<file path="src/rtl/spi_sdr_pkg.sv">
package spi_sdr_pkg;

  // Which register bit feeds the serial output
  typedef enum logic {
    TAP_WIDE   = 1'b0,
    TAP_NARROW = 1'b1
  } tap_e;

  // Map a raw character length to the number of bits actually moved:
  // zero or out-of-range values select the full register width.
  function automatic int unsigned eff_len(input int unsigned raw,
                                          input int unsigned maxw);
    if (raw == 0 || raw > maxw) return maxw;
    return raw;
  endfunction

  function automatic tap_e pick_tap(input int unsigned len,
                                    input int unsigned narrow_w);
    return (len <= narrow_w) ? TAP_NARROW : TAP_WIDE;
  endfunction

endpackage

</file>
<file path="src/rtl/sdr_bitcnt.sv">
module sdr_bitcnt
  import spi_sdr_pkg::*;
#(
  parameter int DATA_W   = 16,
  parameter int LEN_W    = 5,
  parameter int NARROW_W = 8
) (
  input  logic             clk,
  input  logic             rst,
  input  logic             enable,
  input  logic             start,
  input  logic [LEN_W-1:0] len_in,
  input  logic             strobe,
  output logic             busy,
  output logic             shift_en,
  output logic             last_shift,
  output logic [LEN_W-1:0] len_q,
  output tap_e             tap_q
);

  localparam int CNT_W = LEN_W;

  logic [CNT_W-1:0] cnt_q;
  logic [LEN_W-1:0] len_eff;

  assign len_eff    = LEN_W'(eff_len(int'(len_in), DATA_W));
  assign shift_en   = busy && strobe && enable;
  assign last_shift = shift_en && (cnt_q == CNT_W'(1));

  always_ff @(posedge clk) begin
    if (rst || !enable) begin
      cnt_q <= '0;
      busy  <= 1'b0;
    end else if (start) begin
      cnt_q <= len_eff;
      busy  <= 1'b1;
    end else if (shift_en) begin
      cnt_q <= cnt_q - CNT_W'(1);
      if (cnt_q == CNT_W'(1)) busy <= 1'b0;
    end
  end

  always_ff @(posedge clk) begin
    if (rst) begin
      len_q <= LEN_W'(DATA_W);
      tap_q <= TAP_WIDE;
    end else if (start) begin
      len_q <= len_eff;
      tap_q <= pick_tap(int'(len_eff), NARROW_W);
    end
  end

endmodule

</file>
<file path="src/rtl/sdr_shifter.sv">
module sdr_shifter
  import spi_sdr_pkg::*;
#(
  parameter int DATA_W   = 16,
  parameter int NARROW_W = 8
) (
  input  logic              clk,
  input  logic              rst,
  input  logic              enable,
  input  logic              load,
  input  logic [DATA_W-1:0] load_data,
  input  logic              shift_en,
  input  logic              sin,
  input  tap_e              tap,
  output logic              sout,
  output logic [DATA_W-1:0] shifted
);

  localparam int WIDE_BIT   = DATA_W - 1;
  localparam int NARROW_BIT = NARROW_W - 1;

  logic [DATA_W-1:0] sreg_q;

  assign shifted = {sreg_q[DATA_W-2:0], sin};

  always_ff @(posedge clk) begin
    if (rst || !enable) begin
      sreg_q <= '0;
    end else if (load) begin
      sreg_q <= load_data;
    end else if (shift_en) begin
      sreg_q <= shifted;
    end
  end

  generate
    if (NARROW_W < DATA_W) begin : g_two_taps
      always_comb begin
        if (tap == TAP_NARROW) sout = sreg_q[NARROW_BIT];
        else                   sout = sreg_q[WIDE_BIT];
      end
    end else begin : g_one_tap
      assign sout = sreg_q[WIDE_BIT];
    end
  endgenerate

endmodule

</file>
<file path="src/rtl/sdr_rxbuf.sv">
module sdr_rxbuf #(
  parameter int DATA_W = 16,
  parameter int LEN_W  = 5
) (
  input  logic              clk,
  input  logic              rst,
  input  logic              capture,
  input  logic [DATA_W-1:0] cap_data,
  input  logic [LEN_W-1:0]  len,
  input  logic              rd,
  output logic [DATA_W-1:0] rx_data,
  output logic              rx_done,
  output logic              rx_full
);

  logic [DATA_W-1:0] keep_mask;

  generate
    for (genvar i = 0; i < DATA_W; i++) begin : g_mask
      assign keep_mask[i] = (len > LEN_W'(i));
    end
  endgenerate

  always_ff @(posedge clk) begin
    if (rst) begin
      rx_data <= '0;
      rx_done <= 1'b0;
      rx_full <= 1'b0;
    end else begin
      rx_done <= capture;
      if (capture) begin
        rx_data <= cap_data & keep_mask;
        rx_full <= 1'b1;
      end else if (rd) begin
        rx_full <= 1'b0;
      end
    end
  end

endmodule

</file>
<file path="src/rtl/spi_shift_core.sv">
module spi_shift_core
  import spi_sdr_pkg::*;
#(
  parameter int DATA_W   = 16,
  parameter int BUS_W    = 32,
  parameter int LEN_W    = 5,
  parameter int NARROW_W = 8
) (
  input  logic              clk,
  input  logic              rst,
  input  logic              enable,
  input  logic [LEN_W-1:0]  char_len,
  input  logic              wr_en,
  input  logic [BUS_W-1:0]  wr_data,
  input  logic              shift_strb,
  input  logic              sin,
  output logic              sout,
  output logic              busy,
  output logic [DATA_W-1:0] rx_data,
  output logic              rx_done,
  output logic              rx_full,
  input  logic              rx_rd
);

  logic              accept;
  logic              shift_en;
  logic              last_shift;
  logic [LEN_W-1:0]  len_q;
  tap_e              tap_q;
  logic [DATA_W-1:0] shifted;

  // Writes count only when enabled and idle; upper bus bits are dropped
  assign accept = wr_en && enable && !busy;

  sdr_bitcnt #(
    .DATA_W  (DATA_W),
    .LEN_W   (LEN_W),
    .NARROW_W(NARROW_W)
  ) u_cnt (
    .clk       (clk),
    .rst       (rst),
    .enable    (enable),
    .start     (accept),
    .len_in    (char_len),
    .strobe    (shift_strb),
    .busy      (busy),
    .shift_en  (shift_en),
    .last_shift(last_shift),
    .len_q     (len_q),
    .tap_q     (tap_q)
  );

  sdr_shifter #(
    .DATA_W  (DATA_W),
    .NARROW_W(NARROW_W)
  ) u_shf (
    .clk      (clk),
    .rst      (rst),
    .enable   (enable),
    .load     (accept),
    .load_data(wr_data[DATA_W-1:0]),
    .shift_en (shift_en),
    .sin      (sin),
    .tap      (tap_q),
    .sout     (sout),
    .shifted  (shifted)
  );

  sdr_rxbuf #(
    .DATA_W(DATA_W),
    .LEN_W (LEN_W)
  ) u_rx (
    .clk     (clk),
    .rst     (rst),
    .capture (last_shift),
    .cap_data(shifted),
    .len     (len_q),
    .rd      (rx_rd),
    .rx_data (rx_data),
    .rx_done (rx_done),
    .rx_full (rx_full)
  );

endmodule

</file>
<file path="config.mk">
export PLATFORM = sky130hd
export DESIGN_NAME = spi_shift_core
export DESIGN_NICKNAME = d
export VERILOG_FILES = /design/src/rtl/spi_sdr_pkg.sv /design/src/rtl/sdr_bitcnt.sv /design/src/rtl/sdr_shifter.sv /design/src/rtl/sdr_rxbuf.sv /design/src/rtl/spi_shift_core.sv
export SDC_FILE = /design/constraint.sdc
export NUM_CORES = 1
export LEC_CHECK = 0
export BUFFER_PORTS_ARGS = -buffer_cell sky130_fd_sc_hd__buf_2
export CORE_MARGIN = 10
export CORE_UTILIZATION = 58
export CTS_BUF_LIST = sky130_fd_sc_hd__clkbuf_4
export DETAILED_ROUTE_END_ITERATION = 16
export GPL_TIMING_DRIVEN = 0
export PLACE_DENSITY = 0.87
export SYNTH_ARGS = -nofsm -noshare
export SYNTH_HDL_FRONTEND = slang
export SYNTH_HIERARCHICAL = 1
export SYNTH_SLANG_ARGS = --single-unit
</file>
<file path="constraint.sdc">
create_clock -name clk -period 4.4 [get_ports clk]
set_clock_uncertainty 0.1 [all_clocks]
set_input_delay 0.22 -clock clk [delete_from_list [all_inputs] [get_ports clk]]
set_output_delay 0.22 -clock clk [all_outputs]
set_load 0.01 [all_outputs]
</file>
# Yosys cells after proc, flatten, opt, wreduce, memory -nomap -nowiden
# Index checks and enable logic that the tools add are counted.
[op_classes]
bitwise_logic = 1
magnitude_cmp = 18
muxes = 14
n_eq_ne = 1
add_sub_neg = 1
n_reduce_logical = 14
[ops]
columns = ["cell", "n"]
rows = [
  ["$gt 5x4->1 const B", 8],
  ["$mux 16", 2],
  ["$gt 5x3->1 const B", 4],
  ["$mux 5", 4],
  ["$and 16x16->16", 1],
  ["$gt 5x1->1 const B", 2],
  ["$gt 5x2->1 const B", 2],
  ["$mux 1", 8],
  ["$reduce_bool 2->1", 3],
  ["$eq 5x1->1 const B", 1],
  ["$gt 5x5->1 const B", 1],
  ["$le 5x4->1 const B", 1],
  ["$logic_and 1x1->1", 5],
  ["$logic_not 5->1", 1],
  ["$sub 5x1->5 const B", 1],
  ["$logic_not 1->1", 2],
  ["$logic_or 1x1->1", 2],
  ["$reduce_and 2->1", 1],
]
[word_totals]
output_inout_bits = 20
reg_bits = 46

# Depth between registers and ports, before layout
[logic_depth]
ltp_word = 6
ltp_mapped = 7
depth_no_buf = 6

# Cells and area by module
# Netlist, hierarchy kept.
[by_module_without_submodules]
columns = ["module", "cells_each", "area_per_inst_um2", "instances"]
rows = [
  ["sdr_shifter", 89, 950.9, 1],
  ["sdr_rxbuf", 86, 783.3, 1],
  ["sdr_bitcnt", 66, 611.8, 1],
  ["spi_shift_core", 1, 8.8, 1],
]

# Least setup slack after synthesis
# OpenSTA, ideal clock, no wires.
[synth_timing]
path_kind = "input to register"
from = "input port char_len[0]"
to = "register u_cnt.cnt_q[3]"
path_stages = 6
path_slack_ps = 2415
arrival_time_ps = 1766
path_buffers = 0
path_cell_list = "or3_1 > or2_2 > ha_1 > and3b_1 > o22a_1 > o221a_1"
[synth_via]
elab_chain_len = 5
[synth_lines]
columns = ["item", "line_no", "rtl"]
rows = [
  ["start: declaration", "spi_shift_core.sv:12", "input logic [LEN_W-1:0] char_len,"],
  ["$gt 5x5->1 / $logic_not 5->1 (equally long branches)", "spi_sdr_pkg.sv:13", "if (raw == 0 || raw > maxw) return maxw;"],
  ["$logic_or 1x1->1 (*)", "spi_sdr_pkg.sv:13", ""],
  ["$mux 1 (*)", "spi_sdr_pkg.sv:13", ""],
  ["$mux 5 (*)", "spi_sdr_pkg.sv:14", "return raw;"],
  ["$mux 5 (*)", "sdr_bitcnt.sv:34", "end else if (start) begin"],
  ["end signal: assignment", "sdr_bitcnt.sv:35", "cnt_q <= len_eff;"],
  ["end signal: assignment", "sdr_bitcnt.sv:38", "cnt_q <= cnt_q - CNT_W'(1);"],
  ["end: declaration", "sdr_bitcnt.sv:23", "logic [CNT_W-1:0] cnt_q;"],
]
# Every way passes the cells marked *; elsewhere a longest branch is shown, timed or not.
# A chain may end at the register's enable or synchronous reset.

# Worst setup path in the final report
[layout_timing]
from = "register u_cnt.busy"
to = "register u_rx.rx_data[9]"
[layout_via]
elab_chain_len = 3
[layout_lines]
columns = ["item", "line_no", "rtl"]
rows = [
  ["start: declaration", "sdr_bitcnt.sv:14", "output logic busy,"],
  ["start signal: assignment", "sdr_bitcnt.sv:33", "busy <= 1'b0;"],
  ["start signal: assignment", "sdr_bitcnt.sv:36", "busy <= 1'b1;"],
  ["start signal: assignment", "sdr_bitcnt.sv:39", "if (cnt_q == CNT_W'(1)) busy <= 1'b0;"],
  ["$logic_and 1x1->1 (2 in series)", "sdr_bitcnt.sv:27", "assign shift_en = busy && strobe && enable;"],
  ["via shift_en", "spi_shift_core.sv:26", "logic shift_en;"],
  ["$logic_and 1x1->1", "sdr_bitcnt.sv:28", "assign last_shift = shift_en && (cnt_q == CNT_W'(1));"],
  ["via last_shift", "spi_shift_core.sv:27", "logic last_shift;"],
  ["end signal: assignment", "sdr_rxbuf.sv:32", "rx_data <= cap_data & keep_mask;"],
  ["end: declaration", "sdr_rxbuf.sv:11", "output logic [DATA_W-1:0] rx_data,"],
]
# The timed path passes the listed nets, and every way through them passes these cells.

==> out/metrics.sh <==
SYNTH_CELL_TYPE_COUNT=48
YOSYSMOSTFREQUENTCELL='dfxtp_1'
GLOBAL_ROUTE_WIRE_LENGTH_BEFORE_REPAIR_MM=8.89
GLOBALROUTE.TOTALOVERFLOW=0
DETAILEDROUTE.FIRSTPASSITERATIONCOUNT=4
CLK_PIN_SLEW_NS=0.12
CAP_VIOLATIONS=0
CELLLEAKAGEPOWER_nW=1.07
SYNTH.YOSYS.WARNINGS=6
MAPPED_CELL_AREA_UM2=2350
CTS.SINKS=46
POSTROUTEWIRELENGTH_MM=5.30
SEQUENTIAL_CELL_AREA_UM2=921
HTREEDEPTH=2
DIE_WIDTH_UM=83.7
AREA_GROWTH_PCT=14.9
POSTSYNTHREGISTERBITS=46
PLACE_CONGESTION=0.810
DPL-INSTANCE-AREA_UM2=2650
POST_DP_HPWL_MM=4.23
INITIALDRTVIOLATIONCOUNT=123
FMAX_GHz=0.516
DETAIL-ROUTE-ANTENNA-NETS=0
TIMING.FINAL.WS_SETUP_NS=2.46
POST-ROUTE-UTIL_PCT=68.1
SYNTH_AREA_PER_CELL_UM2=9.73
WIRE_PER_INST_UM=15.3
SYNTH_TOP_AREA_CELL='dfxtp_1'
CP_DATA_ARRIVAL_TIME_NS=2.12
CP_MAX_FO=10
SETUP_VIOLATIONS=0
MULTI_INPUT_AREA_UM2=1170
SYNTHTOPCELLSBYCOUNT='46 x dfxtp_1, 21 x mux2i_1, 21 x nor2b_1, 17 x buf_4, 14 x a21oi_1'
FINAL_NET_COUNT=343
CRITICAL_PATH.ENDPOINT_TYPE='register'
POWERDENSITY_nW_PER_UM2=263
FLOORPLAN.INITIALDENSITY_PCT=59.3
FINAL_CELL_AREA_UM2=2710
CLOCKBUFFERDEPTH=2
MAX_SLEW.WORST_PIN.SLEW_NS=0.472
SLEW_VIOL_FINAL=0
PLACEMENT_STAGE_WORST_SETUP_SLACK_NS=2.22
INSERTION_DELAY_NS=0.35
STARTPOINT_KIND_OF_THE_WORST_SETUP_TIMING_PATH='register'
RELSLEWSLACK_PCT=68.5
MAXIMUM_NUMBER_OF_PINS_ON_ONE_NET_BEFORE_GLOBAL_ROUTE_REPAIR=15
PERIOD_MINUS_SLACK_NS=1.94
SYNTH.TOP_CELLS.BY_AREA='dfxtp_1 39%, mux2i_1 8.9%, nor2b_1 5.6%, buf_4 5.4%, a211oi_2 5.3%'
VIA_COUNT_OF_THE_FIRST_GLOBAL_ROUTING_PASS=1908
VIAS_PER_CELL=5.48
NUM_ANTENNA_CELLS=0
FINAL_LAYOUT_SIZE_SUFFIX_GT1_SHARE_PCT=33.8
SYNTH_NETS=289
POSTSYNTH.ASYNCRESETSHARE_PCT=0
CRITPATHMAXSTAGEDELAY_NS=0.38
CORE-AREA_UM2=3970
CP_CELL_SEQUENCE='and3_4 > buf_6 > and4_2 > buf_2 > clkbuf_1 > o211ai_1 > a21oi_1'
GRT_SETUP_UNREPAIRED='false'
CORE.ROWCOUNT=23
PLACE.DETAILED.INSTANCES=339
DIE_HEIGHT_UM=83.7
DIE_AREA_UM2=7010
RESULT_OF_THE_RUN='completed'
VDD_IR_DROP_MAX_V=0.000178
CRITPATHSLOWESTCELL='dfxtp_1'
WORST_PATH_DOMINANT_CELL_FAMILY='buffers and inverters'
WORST_EP_REQUIRED_TIME_NS=4.59
POST_SYNTH_INST_COUNT=242
DRC=0
WORSTPATHBUFFERINVERTERCOUNT=3
TRITONCTS='yes'
CTS_ROOT_BUFFER='clkbuf_4'
HOLD_PATH_CLASS='in2reg'
PORT_BUFFERS=47
STDCELL_COUNT=346
IO_PINS=64
SYNTHFLOPTYPE='dfxtp_1'
POST_CTS_RESIZED=0
FINAL_MIN_PERIOD_OVER_CLOCK_PERIOD_PCT=44.0
DETAILROUTE.VIA_COUNT=1896
HOLDBUFCOUNTCTS=0
FIN_TNS_SETUP_NS=0
SYNTH_ENABLE_FLOP_CELLS=0
PART_OF_THE_YOSYS_AREA_USED_FOR_SEQUENTIAL_ELEMENTS_PCT=39.1
FILLCELLCOUNT=325
CTS-BUFFERS-INSERTED=5
POSTCTSSETUPREPAIRBUFS=0
FINAL-HOLD-VIOLATION-COUNT=0
SYNTH_LARGEST_TYPE_AREA_FRACTION_PCT=39.1
ANTENNA_FOUND_INITIAL=0
TRACK_USAGE_PCT=14.9
TIMING_WORST_SETUP_PATH_TYPE='reg2reg'
## final cells by class
type | instances | share of cell area (%)
buffer | 31 | 8.60
clock buffer | 7 | 1.94
inverter | 8 | 1.11
multi-input combinational | 157 | 43.3
sequential | 46 | 34.0
tap | 50 | 2.31
timing repair buffer | 47 | 8.70
## layout by cell type, fill, tap and decap left out, drive strengths merged, types with 3 or more instances in the layout
master | synthesis | final
ha | 3 | 3
buf | 26 | 73
a32o | 4 | 4
inv | 8 | 8
a211oi | 16 | 16
dfxtp | 46 | 46
nor2b | 21 | 21
nand3 | 6 | 6
nand2b | 11 | 11
nand2 | 9 | 9
clkbuf | 5 | 12
nor2 | 9 | 9
mux2i | 21 | 21
a311oi | 3 | 3
a21oi | 14 | 14
o21ai | 3 | 3
and3b | 3 | 3
## logic make-up (layout without fill, tap and decap cells)
group	Yosys count	in the layout	share of synthesized area, %
AOI/OAI and AO/OA	60	60	20.9
xor gates and xnor gates	1	1	0.372
adders and majority gates	3	3	1.59
buffers and inverters	39	93	11.2
DFF	46	46	39.1
muxes	22	22	9.40
and+or+nand+nor	71	71	17.5
## state kept, by name (all words and copies together), names as in the netlist
signal / count
u_rx/rx_data: 16
u_shf/sreg_q: 16
u_cnt/cnt_q: 5
u_cnt/len_q: 5
u_cnt/busy: 1
u_cnt/tap_q: 1
u_rx/rx_done: 1
u_rx/rx_full: 1
## worst reg2reg max path, stage by stage, from the launching register on
cell and delay [ns]:
dfxtp_1 0.38, and3_4 0.20, buf_6 0.14, and4_2 0.23, buf_2 0.20, clkbuf_1 0.30, o211ai_1 0.16, a21oi_1 0.16
## path summary, 6_finish.rpt
kind | to | cells past startpoint | slack, ns | startpoint
setup reg to reg | u_rx/rx_data[9] | 7 | 2.46 | u_cnt/busy
setup / recovery | u_rx/rx_data[9] | 7 | 2.46 | u_cnt/busy
hold reg to reg | u_rx/rx_data[13] | 2 | 0.37 | u_rx/rx_data[13]
hold / removal | u_cnt/len_q[1] | 3 | 0.03 | char_len[1]
## where the power goes
group	switching (mW)	internal [mW]	total [mW]
registers	0.00784	0.425	0.433
clock network	0.121	0.0728	0.194
logic	0.0431	0.0414	0.0845
## routing by layer
| metal | vias to the layer above | global-route usage (%) | part of all wire [%] | wire [um] |
|---|---|---|---|---|
| met5 | - | 0 | 0 | 0 |
| met4 | 0 | 5.78 | 1.7 | 91 |
| met3 | 9 | 4.10 | 5.5 | 293 |
| met2 | 53 | 23.8 | 49 | 2590 |
| met1 | 873 | 18.5 | 44 | 2330 |
| li1 | 961 | - | - | - |
## through the flow
stage                     total power, mW  hold WS [ns]
after CTS                           0.717        0.0188
after detailed placement            0.527         0.356
after floorplan                     0.498         0.189
after global placement              0.523         0.355
after global routing                0.749        0.0205
final                               0.711        0.0288
(Power assumes the default switching activity.)
